==> config.mk <==
export PLATFORM = sky130hd
export DESIGN_NAME = rtc_cmp_timer
export DESIGN_NICKNAME = d
export VERILOG_FILES = /design/src/rtl/rtc_pkg.sv /design/src/rtl/rtc_regs.sv /design/src/rtl/rtc_counter.sv /design/src/rtl/rtc_out_stage.sv /design/src/rtl/rtc_cmp_timer.sv
export SDC_FILE = /design/constraint.sdc
export NUM_CORES = 1
export LEC_CHECK = 0
export BUFFER_PORTS_ARGS = -buffer_cell sky130_fd_sc_hd__buf_4
export CAP_MARGIN = 20
export CORE_ASPECT_RATIO = 0.8
export CORE_MARGIN = 4
export CORE_UTILIZATION = 52
export CTS_BUF_LIST = sky130_fd_sc_hd__clkbuf_4
export CTS_CLUSTER_SIZE = 25
export DETAILED_ROUTE_END_ITERATION = 10
export PLACE_DENSITY = 0.78
export SLEW_MARGIN = 20
export SYNTH_ARGS = -nofsm -noshare
export SYNTH_HDL_FRONTEND = slang
export SYNTH_SLANG_ARGS = --single-unit
==> constraint.sdc <==
create_clock -name clk_i -period 3.49 [get_ports clk_i]
set_input_delay 0.5235 -clock clk_i [delete_from_list [all_inputs] [get_ports clk_i]]
set_output_delay 0.5235 -clock clk_i [all_outputs]
set_load 0.01 [all_outputs]
==> src/rtl/rtc_pkg.sv <==
package rtc_pkg;
  localparam int unsigned CTL_W = 2;

  typedef struct packed {
    logic oe;   // bit 1: output enable
    logic run;  // bit 0: counting enabled
  } rtc_ctl_t;
endpackage

==> src/rtl/rtc_regs.sv <==
module rtc_regs
  import rtc_pkg::*;
#(
  parameter int unsigned W = 16
) (
  input  logic             clk_i,
  input  logic             rst_ni,
  input  logic             rld_we_i,
  input  logic [W-1:0]     rld_wdata_i,
  input  logic             cmp_we_i,
  input  logic [W-1:0]     cmp_wdata_i,
  input  logic             ctl_we_i,
  input  logic [CTL_W-1:0] ctl_wdata_i,
  output logic             run_o,
  output logic             oe_o,
  output logic [W-1:0]     rld_o,
  output logic [W-1:0]     cmp_eff_o
);
  rtc_ctl_t   ctl_q;
  logic [W-1:0] rld_q, cmp_q;

  always_ff @(posedge clk_i or negedge rst_ni) begin
    if (!rst_ni) begin
      ctl_q <= '0;
      rld_q <= '0;
      cmp_q <= '0;
    end else begin
      if (ctl_we_i) ctl_q <= rtc_ctl_t'(ctl_wdata_i);
      if (rld_we_i) rld_q <= rld_wdata_i;
      if (cmp_we_i) cmp_q <= cmp_wdata_i;
    end
  end

  assign run_o     = ctl_q.run;
  assign oe_o      = ctl_q.oe;
  assign rld_o     = rld_q;
  // new compare value is seen by the step in its own write cycle
  assign cmp_eff_o = cmp_we_i ? cmp_wdata_i : cmp_q;


  cmp_store_chk: assert property (@(posedge clk_i) disable iff (!rst_ni)
    cmp_we_i |=> cmp_q == $past(cmp_wdata_i));
endmodule

==> src/rtl/rtc_counter.sv <==
module rtc_counter #(
  parameter int unsigned W = 16
) (
  input  logic         clk_i,
  input  logic         rst_ni,
  input  logic         tick_i,
  input  logic         run_i,
  input  logic         wr_en_i,
  input  logic [W-1:0] wr_data_i,
  input  logic [W-1:0] rld_i,
  output logic [W-1:0] cnt_o,
  output logic [W-1:0] nxt_o,
  output logic         step_o,
  output logic         wrap_o
);
  localparam logic [W-1:0] CNT_MAX = '1;

  logic [W-1:0] cnt_q, cnt_d;
  logic         step, wrap;

  always_comb begin
    step = run_i & tick_i & ~wr_en_i;
    wrap = step & (cnt_q == CNT_MAX);
    if (wr_en_i)   cnt_d = wr_data_i;
    else if (wrap) cnt_d = rld_i;
    else if (step) cnt_d = cnt_q + 1'b1;
    else           cnt_d = cnt_q;
  end

  always_ff @(posedge clk_i or negedge rst_ni) begin
    if (!rst_ni) cnt_q <= '0;
    else         cnt_q <= cnt_d;
  end

  assign cnt_o  = cnt_q;
  assign nxt_o  = cnt_d;
  assign step_o = step;
  assign wrap_o = wrap;


  wrap_reload_chk: assert property (@(posedge clk_i) disable iff (!rst_ni)
    wrap_o |=> cnt_q == $past(rld_i));

  idle_hold_chk: assert property (@(posedge clk_i) disable iff (!rst_ni)
    (!tick_i && !wr_en_i) |=> $stable(cnt_q));

  wr_prio_chk: assert property (@(posedge clk_i) disable iff (!rst_ni)
    wr_en_i |=> cnt_q == $past(wr_data_i));
endmodule

==> src/rtl/rtc_out_stage.sv <==
module rtc_out_stage #(
  parameter int unsigned W = 16
) (
  input  logic         clk_i,
  input  logic         rst_ni,
  input  logic         oe_i,
  input  logic         step_i,
  input  logic         wrap_i,
  input  logic [W-1:0] nxt_i,
  input  logic [W-1:0] cmp_i,
  input  logic [W-1:0] rld_i,
  output logic         out_o
);
  logic out_q, hit, clr;

  // a reload never counts as a match
  assign hit = step_i & ~wrap_i & (nxt_i == cmp_i);
  assign clr = wrap_i & (rld_i != cmp_i);

  always_ff @(posedge clk_i or negedge rst_ni) begin
    if (!rst_ni)          out_q <= 1'b0;
    else if (oe_i) begin
      if (hit)            out_q <= 1'b1;
      else if (clr)       out_q <= 1'b0;
    end
  end

  assign out_o = out_q;


  set_on_hit_chk: assert property (@(posedge clk_i) disable iff (!rst_ni)
    (oe_i && step_i && !wrap_i && nxt_i == cmp_i) |=> out_q);

  clr_on_wrap_chk: assert property (@(posedge clk_i) disable iff (!rst_ni)
    (oe_i && wrap_i && rld_i != cmp_i) |=> !out_q);

  eq_wrap_hold_chk: assert property (@(posedge clk_i) disable iff (!rst_ni)
    (wrap_i && rld_i == cmp_i) |=> $stable(out_q));

  dis_hold_chk: assert property (@(posedge clk_i) disable iff (!rst_ni)
    !oe_i |=> $stable(out_q));
endmodule

==> src/rtl/rtc_cmp_timer.sv <==
module rtc_cmp_timer
  import rtc_pkg::*;
#(
  parameter int unsigned TMR_W = 16
) (
  input  logic             clk_i,
  input  logic             rst_ni,
  input  logic             tick_i,
  input  logic             tmr_we_i,
  input  logic [TMR_W-1:0] tmr_wdata_i,
  input  logic             rld_we_i,
  input  logic [TMR_W-1:0] rld_wdata_i,
  input  logic             cmp_we_i,
  input  logic [TMR_W-1:0] cmp_wdata_i,
  input  logic             ctl_we_i,
  input  logic [CTL_W-1:0] ctl_wdata_i,
  output logic [TMR_W-1:0] tmr_o,
  output logic             out_o
);
  logic             run, oe, step, wrap;
  logic [TMR_W-1:0] rld, cmp_eff, nxt;

  rtc_regs #(.W(TMR_W)) u_regs (
    .clk_i, .rst_ni,
    .rld_we_i, .rld_wdata_i,
    .cmp_we_i, .cmp_wdata_i,
    .ctl_we_i, .ctl_wdata_i,
    .run_o(run), .oe_o(oe), .rld_o(rld), .cmp_eff_o(cmp_eff)
  );

  rtc_counter #(.W(TMR_W)) u_cnt (
    .clk_i, .rst_ni, .tick_i,
    .run_i(run), .wr_en_i(tmr_we_i), .wr_data_i(tmr_wdata_i), .rld_i(rld),
    .cnt_o(tmr_o), .nxt_o(nxt), .step_o(step), .wrap_o(wrap)
  );

  rtc_out_stage #(.W(TMR_W)) u_out (
    .clk_i, .rst_ni,
    .oe_i(oe), .step_i(step), .wrap_i(wrap),
    .nxt_i(nxt), .cmp_i(cmp_eff), .rld_i(rld),
    .out_o
  );


  rst_low_chk: assert property (@(posedge clk_i) !rst_ni |-> !out_o && tmr_o == '0);
endmodule

# ---- Yosys cells after proc, flatten, opt, wreduce, memory -nomap -nowiden
# Index checks and enable logic that the tools add are counted.
dict set report totals {
  latch_bits 0
  out_inout_bits 17
  ramBits 0
  rom_bits 0
  in_bits 57
  memories 0
  register_bits 51
  wordCells 26
}
dict set report classes {
  bitwise 8
  div_mod_pow 0
  n_lt_le_gt_ge 0
  n_mul 0
  n_eq_ne 3
  add_sub_neg 1
  shifts 0
  reduce_logical 2
  mux 6
}
# operator count
set op_table {}
lappend op_table {{two-way mux 16 bit} 4}
lappend op_table {{adder 16 x 1 -> 16 bit (second input constant)} 1}
lappend op_table {{== test 16 bit} 1}
lappend op_table {{== test 16 bit (second input constant)} 1}
lappend op_table {{!= test 16 bit} 1}
lappend op_table {{bitwise AND 1 bit} 6}
lappend op_table {{two-way mux 1 bit} 2}
lappend op_table {{NOT 1 bit} 2}
lappend op_table {{AND reduction 2 bit} 1}
lappend op_table {{nonzero test 2 bit} 1}

# ---- Longest topological paths before layout
# Gate-level depths: netlist (run 1).
dict set report depth {
  depth_word 9
  depth_mapped 9
  mapped_depth_nobuf 8
}

# ---- By module
# Synthesis (run 1) repeated with hierarchy kept, for this count alone.
dict set report hier_totals {
  hier_cells 255
  area_unflattened_um2 2957.8
}
# module n_inst seq_area_each_um2 area_per_inst_um2 cells_per_inst
set by_module_without_submodules {}
lappend by_module_without_submodules {rtc_regs 1 850.8 1371.3 72}
lappend by_module_without_submodules {rtc_counter 1 400.4 1178.6 136}
lappend by_module_without_submodules {rtc_out_stage 1 25.0 407.9 47}

# ---- Worst setup path before layout (run 1)
# No wires, ideal clock.
dict set report synth_path {
  path_kind {reg2reg}
  start {reg u_cnt.cnt_q[0], in the netlist u_cnt.cnt_o[0]}
  end {reg u_out.out_q, in the netlist u_out.out_o}
  setup_ps 103
  path_slack_ps 1148
  t_arrival_ps 2239
  n_path_buf 1
  stages_incl_launch_ff 10
  t_required_ps 3387
  period_less_slack_ps 2342
  cell_sequence {dfrtp_1 > ha_1 > nand3_1 > or3_1 > buf_2 > a2111oi_4 > o31ai_2 > xnor2_1 > nand2b_1 > o41ai_2}
}
dict set report synth_between {
  elab_chain_len 8
  word_cells_on_any_way 14
  classes_between {add/sub (1); eq/ne (2); mux (4); bitwise (5); reduce/logical (2)}
}
# item line
set synth_rtl {}
lappend synth_rtl {{from (decl)} rtc_counter.sv:18} ;# logic [W-1:0] cnt_q, cnt_d;
lappend synth_rtl {{from (signal assigned)} rtc_counter.sv:32} ;# else cnt_q <= cnt_d;
lappend synth_rtl {{adder 16 x 1 -> 16 bit or == test 16 bit (tied branches)} {rtc_counter.sv:26, rtc_counter.sv:23}}
lappend synth_rtl {{two-way mux 16 bit or bitwise AND 1 bit (tied branches)} {rtc_counter.sv:26, rtc_counter.sv:23}}
lappend synth_rtl {{two-way mux 16 bit (*)} rtc_counter.sv:25} ;# else if (wrap) cnt_d = rld_i;
lappend synth_rtl {{two-way mux 16 bit (*)} rtc_counter.sv:24} ;# if (wr_en_i) cnt_d = wr_data_i;
lappend synth_rtl {{named net nxt[12]} rtc_cmp_timer.sv:21} ;# logic [TMR_W-1:0] rld, cmp_eff, nxt;
lappend synth_rtl {{== test 16 bit (*)} rtc_out_stage.sv:17} ;# assign hit = step_i & ~wrap_i & (nxt_i == cmp_i);
lappend synth_rtl {{bitwise AND 1 bit (*)} rtc_out_stage.sv:17}
lappend synth_rtl {{nonzero test 2 bit (no source line)} n/a}
lappend synth_rtl {{AND reduction 2 bit (no source line)} n/a}
lappend synth_rtl {{to (signal assigned)} rtc_out_stage.sv:21} ;# if (!rst_ni) out_q <= 1'b0;
lappend synth_rtl {{to (signal assigned)} rtc_out_stage.sv:23} ;# if (hit) out_q <= 1'b1;
lappend synth_rtl {{to (signal assigned)} rtc_out_stage.sv:24} ;# else if (clr) out_q <= 1'b0;
lappend synth_rtl {{to (decl)} rtc_out_stage.sv:14} ;# logic out_q, hit, clr;
# The timed path passes the listed nets; every way through them passes the cells marked *.
# A chain may end at the register's enable or synchronous reset.

# ---- Worst setup path in the final report (run 1)
# Same ends and word-level chain as after synthesis.

==> summary.txt, run 1 <==
Clocking
  • CTS tree: yes
  • CTS Sinks: 51
  • Resize count post-CTS: 0
  • Root buffer cell: clkbuf_4
  • H-tree depth: 2
  • TritonCTS buffer count: 5
  • Clock-pin slew on the worst setup and hold paths: 0.16 ns
  • Clock Tree Buf Depth: 2
  • Clk Latency, worst-skew pair: 0.38 ns
  • Post-CTS setup buffer count: 0
  • CTS hold repair buffers: 0

Detailed routing
  • Top Metal Used: met4
  • Met2 WL post-DR: 3.68 mm
  • Vias per std cell: 5.64
  • Drt drc: 0
  • DRT Pass-1 Iters: 5
  • Final wirelength: 8.12 mm
  • DR vias: 2,499
  • Post-DR wirelength/cell: 18.3 um
  • Iter 0 DRT Violations: 186
  • Routed Antenna Nets: 0
  • Metal-1 WL: 3.74 mm
  • Met3 Routed Length: 618 um

STA
  • Final worst path period share: 80.0%
  • Worst-margin pin slew: 0.649 ns
  • Tmin final: 2.79 ns
  • Fmax: 0.358 GHz
  • Worst slew margin: 56.7%
  • RSZ-0062 raised after global routing: false
  • TNS Setup: 0 ns
  • Skew final: 0.0159 ns
  • Worst hold margin: 0.120 ns
  • Pins Over Slew Limit: 0
  • Hold Fails Final Rpt: 0
  • # setup viols final: 0

Critical path
  • Slowest cell on the critical path: or3_1
  • Reg2reg path depth: 8
  • Cell family with most CP delay: simple AND/OR/NAND/NOR gates
  • Worst endpoint required time: 3.78 ns
  • CP Class: reg2reg
  • CP max FO: 8
  • WP depth: 8
  • Crit Reg-Reg Startpoint: u_cnt.cnt_o[0]
  • FF-to-FF setup slack: 0.70 ns
  • Slowest stage delay, CP: 0.61 ns
  • CP bufs+invs: 0
  • Worst setup EP type: flop
  • R2r endpoint: u_out.out_o
  • CP arrival: 3.08 ns
  • Worst setup path start: u_cnt.cnt_o[0]
  • CP Launch Type: flop
  • Worst-path cell chain: ha_1 > nand3_1 > or3_1 > a2111oi_4 > o31ai_2 > xnor2_1 > nand2b_1 > o41ai_2

Die
  • Die height: 75.4 um
  • Io pins: 74
  • Initial Util: 54.1%
  • Width of the chip: 92.3 um
  • Core Rows: 24
  • Core ar.: 5470 sq um
  • DIE AREA: 6960 sq um

Synthesis
  • FF+latch count, synth: 51
  • Synthesized area: 2960 sq um
  • XOR/XNOR Fraction of Synth Area: 11.3%
  • Synth warn: 0
  • Asr flop ratio synth: 100%
  • Compound-gate portion of the synthesized area: 13.0%
  • Top FF cell, synth: dfrtp_1
  • Yosys cell types: 52
  • Mux contribution to synthesized area: 11.6%
  • Yosys top cell area share: 43.2%
  • Post-synthesis simple-gate area fraction: 15.8%
  • Post-Syn Instances: 294
  • Sequential element share of the synthesized area: 43.2%
  • Post-synth EDFFs: 0
  • Post-Synth Adder-Cell Area: 0.423%
  • Avg Cell Area, Syn: 10.1 sq um
  • Syn Nets: 352
  • Largest family of logic cells by synthesized area: simple AND/OR/NAND/NOR gates
  • Main area contributors after synthesis: dfrtp_1 (43%), xnor2_1 (7.7%), mux2_2 (6.9%), mux2i_1 (4.7%), nand2_1 (4.1%)
  • Synth area leader: dfrtp_1

Layout
  • Fin nets: 422
  • Area occupied by multi-input gates: 1540 sq um
  • Register area: 1280 sq um
  • Fin area: 3630 sq um
  • Antenna diode count: 0
  • Synthesis-to-finish area growth: 22.9%
  • # fillers: 477
  • Share of layout cells above drive strength 1: 30.4%

Placement
  • Detailed placement HPWL: 6.30 mm
  • GPL Wtd Cong: 0.900
  • Dpl cell area: 3550 sq um
  • Port Buffers: 73

Global routing
  • Largest net degree at the start of global routing: 52
  • Global route overflow: 0
  • First-pass GRT wire length: 12.9 mm
  • Vias in the first global route: 2,437
  • Total track usage: 24.3%
  • Initial antenna violation count: 0

Pwr
  • Leakage: 1.63 nW
  • Pwr Density: 391 nW/um^2
  • VDD IR max: 0.290 mV
  • Power, Total: 0.00142 W

Status
  • Outcome: complete, no violations

Flow run
  • Max-cap viol count: 0

Hold path
  • Min-Delay Path Class: in2async
==> layout by cell type, fill, tap and decap left out, types with 5 or more instances in the layout <==
master | Yosys | final
nand2_1 | 32 | 32
o21ai_0 | 22 | 22
buf_4 | 1 | 74
nand3_1 | 10 | 10
mux2_2 | 18 | 18
dfrtp_1 | 51 | 51
nand4_1 | 8 | 8
a21oi_1 | 8 | 8
xor2_1 | 12 | 12
mux2i_1 | 14 | 14
xnor2_1 | 26 | 26
inv_1 | 22 | 22
clkbuf_4 | 0 | 5
nor3_1 | 5 | 5
nor2_1 | 9 | 9
==> cell families after synthesis <==
kind of cell / count (synthesis)
xor+xnor: 38
flops: 51
mux: 32
compound gates: 55
buf+inv: 33
fa+ha+maj: 1
simple gates: 84
==> per-layer routing <==
metal  global-route usage, %  vias to the layer above
met2                    38.3                      112
met3                    4.84                        9
li1                        -                     1175
met5                       0                        -
met4                    5.77                        0
met1                    35.0                     1203
==> sequential cells by signal, indices dropped and copies added, names as in the netlist <==
name,flops
u_out.out_o,1
u_cnt.cnt_o,16
u_regs.rld_o,16
u_regs.cmp_q,16
u_regs.run_o,1
u_regs.oe_o,1
==> cell usage after synthesis (3+ instances only) <==
library cell  number
inv_1             22
xnor2_1           26
a21oi_1            8
a31oi_1            3
o21ai_0           22
nor3_1             5
nand3_1           10
o31ai_1            4
clkbuf_1           5
mux2i_1           14
buf_2              3
nor2_1             9
nand4_1            8
xor2_1            12
dfrtp_1           51
nand2_1           32
mux2_2            18
nor4_1             4
==> worst max path at each step <==
stage / endpoint
CTS: u_out.out_o
global route: u_out.out_o
floorplan: u_out.out_o
finish: u_out.out_o
global placement: u_out.out_o
detailed placement: u_out.out_o
==> report_power, final <==
part           internal [W]  switching (W)
Combinational      0.000177       0.000180
Sequential         0.000648      0.0000687
Clock              0.000151       0.000197
Total              0.000976       0.000446
==> worst register-to-register path: stages (launching register included) <==
cell and delay [ns]:
dfrtp_1 0.49, ha_1 0.22, nand3_1 0.24, or3_1 0.61, a2111oi_4 0.39, o31ai_2 0.11, xnor2_1 0.28, nand2b_1 0.12
o41ai_2 0.27
==> stage by stage <==
step / std cells / worst slack, ns / utilization (%)
after CTS: 443 / 0.766 / 66.5
after floorplan: 294 / 1.15 / -
after global routing: 443 / 0.624 / 66.5
final: 443 / 0.696 / 66.5
after global placement: 435 / 0.745 / 65.0
after detailed placement: 435 / 0.717 / 65.0
==> layout make-up <==
class / instances / share of cell area (%)
Clock buffer: 5 / 1.03
Clock inverter: 3 / 1.20
Inverter: 22 / 2.27
Multi-Input combinational cell: 210 / 42.4
Sequential cell: 51 / 35.1
Tap cell: 78 / 2.69
Timing Repair Buffer: 74 / 15.3
Note: power is estimated with default switching activity, not from simulation.
==> inputs of run 2 (changes only) <==
- CORE_UTILIZATION: 52 -> 50
- PLACE_DENSITY: 0.78 -> 0.79
- clock period: 3.49 -> 2.52 ns (I/O delays scaled with it)
==> run 2 against run 1 <==
  * Sequential share of layout area shrank 1.6 points
  * Power increased by 33%
  * Routed wire length increased by 2.4%
  * Combinational power grew 54%
  * Critical endpoint unchanged
  * Highest routed layer unchanged
  * Worst hold slack worse by 0.095 ns
  * Critical path depth rose by 1
  * Core utilization rose by 1.7 points
  * Sequential cell count stayed put
==> summary.txt, run 2 (synthesized netlist as in run 1, its figures left out) <==
Detailed routing
  • Iter 0 DRT Violations: 195
  • DRT Pass-1 Iters: 6
  • DR vias: 2,628
  • Drt drc: 0
  • Post-DR wirelength/cell: 17.8 um
  • Vias per std cell: 5.64
  • Routed Antenna Nets: 0
  • Final wirelength: 8.32 mm

Die
  • Core ar.: 5590 sq um
  • Die height: 76.8 um
  • DIE AREA: 7220 sq um
  • Core Rows: 24
  • Io pins: 74
  • Initial Util: 52.9%
  • Width of the chip: 94.0 um

Pwr
  • Leakage: 1.75 nW
  • Power, Total: 0.00189 W
  • Pwr Density: 497 nW/um^2
  • VDD IR max: 0.305 mV

Critical path
  • CP Class: reg2reg
  • CP arrival: 2.72 ns
  • Worst setup EP type: flop
  • Worst endpoint required time: 2.80 ns
  • CP max FO: 5
  • CP Launch Type: flop
  • FF-to-FF setup slack: 0.08 ns

Global routing
  • Total track usage: 23.3%
  • Vias in the first global route: 2,565
  • Largest net degree at the start of global routing: 52
  • First-pass GRT wire length: 13.2 mm
  • Initial antenna violation count: 0
  • Global route overflow: 0

Clocking
  • CTS tree: yes
  • Clock-pin slew on the worst setup and hold paths: 0.15 ns
  • CTS Sinks: 51
  • Clock Tree Buf Depth: 2
  • H-tree depth: 2
  • Root buffer cell: clkbuf_4
  • TritonCTS buffer count: 5
  • Clk Latency, worst-skew pair: 0.37 ns

Layout
  • Antenna diode count: 0
  • Synthesis-to-finish area growth: 28.9%
  • Commonest non-fill, non-tap cell in the layout: buf_4
  • Commonest cells after routing, fill and taps aside: buf_4 (97), dfrtp_1 (51), nand2_1 (32)
  • Share of layout cells above drive strength 1: 35.3%
  • Fin nets: 445

STA
  • Final worst path period share: 96.6%
  • RSZ-0062 raised after global routing: false
  • Tmin final: 2.44 ns
  • Worst slew margin: 57.0%
  • Fmax: 0.411 GHz
  • Worst-margin pin slew: 0.645 ns
  • Skew final: 0.0126 ns
  • TNS Setup: 0 ns
  • # setup viols final: 0
  • Pins Over Slew Limit: 0
  • Final WS setup: 0.0846 ns
  • Hold Fails Final Rpt: 0
  • Worst hold margin: 0.0252 ns

Placement
  • Place WS: 0.0846 ns
  • Port Buffers: 73
  • GPL Wtd Cong: 0.991
  • Detailed placement HPWL: 6.48 mm

Status
  • Outcome: complete, no violations

Hold path
  • Min-Delay Path Class: in2async

Flow run
  • Max-cap viol count: 0
[run 2: cell type report]
type                            count  area (sq um)
Inverter                           22          82.6
Clock buffer                        6          45.0
Tap cell                           78          97.6
Clock inverter                      2          7.51
Fill cell                         488          1770
Timing Repair Buffer               97           728
Sequential cell                    51          1280
Multi-Input combinational cell    210          1570
[run 2: final timing paths]
| kind | from | end | depth (start not counted) |
|---|---|---|---|
| max in group asynchronous | rst_ni | u_regs.rld_o[2] | 1 |
| min reg2reg | u_regs.cmp_q[12] | u_regs.cmp_q[12] | 2 |
| min in group clk_i | tmr_wdata_i[8] | u_cnt.cnt_o[8] | 3 |
| max reg2reg | u_cnt.cnt_o[0] | u_out.out_o | 9 |
| min | rst_ni | u_regs.cmp_q[10] | 1 |
| max | u_cnt.cnt_o[0] | u_out.out_o | 9 |
[run 2: critical path: stages (launching register included)]
cell and delay, ns:
dfrtp_1 0.42, ha_1 0.18, nand3_1 0.10, buf_4 0.18
nor4_1 0.41, xnor2_1 0.17, nand4_1 0.11, o31ai_1 0.25
a41oi_1 0.18, o41ai_2 0.35
[run 2: routing by layer]
metal  part of all wire (%)  vias to the layer above  global-route usage [%]
met3                    7.9                        9                    4.50
met4                   0.79                        0                    3.46
met5                      0                        -                       0
met1                     46                     1268                    34.0
li1                       -                     1223                       -
met2                     45                      128                    36.9
[run 2: metrics by stage]
step	std cells	area (sq um)	util, %
2_1_floorplan	294	2960	-
6_report	466	3810	68.2
5_1_grt	466	3810	68.2
4_1_cts	465	3770	67.5
3_5_place_dp	457	3720	66.6
3_3_place_gp	457	3720	66.6
[run 2: what timing repair did]
item | in CTS | in global routing
setup buffers | 0 | 1
hold buffers | 0 | 0
resized for setup | 0 | 6
endpoints found under the setup margin | 0 | 1
[run 2: where the power goes]
group / switching [W] / internal [W] / leakage [nW]
clock network: 0.000252 / 0.000115 / 0.0307
logic: 0.000276 / 0.000275 / 1.11
registers: 0.0000771 / 0.000898 / 0.604
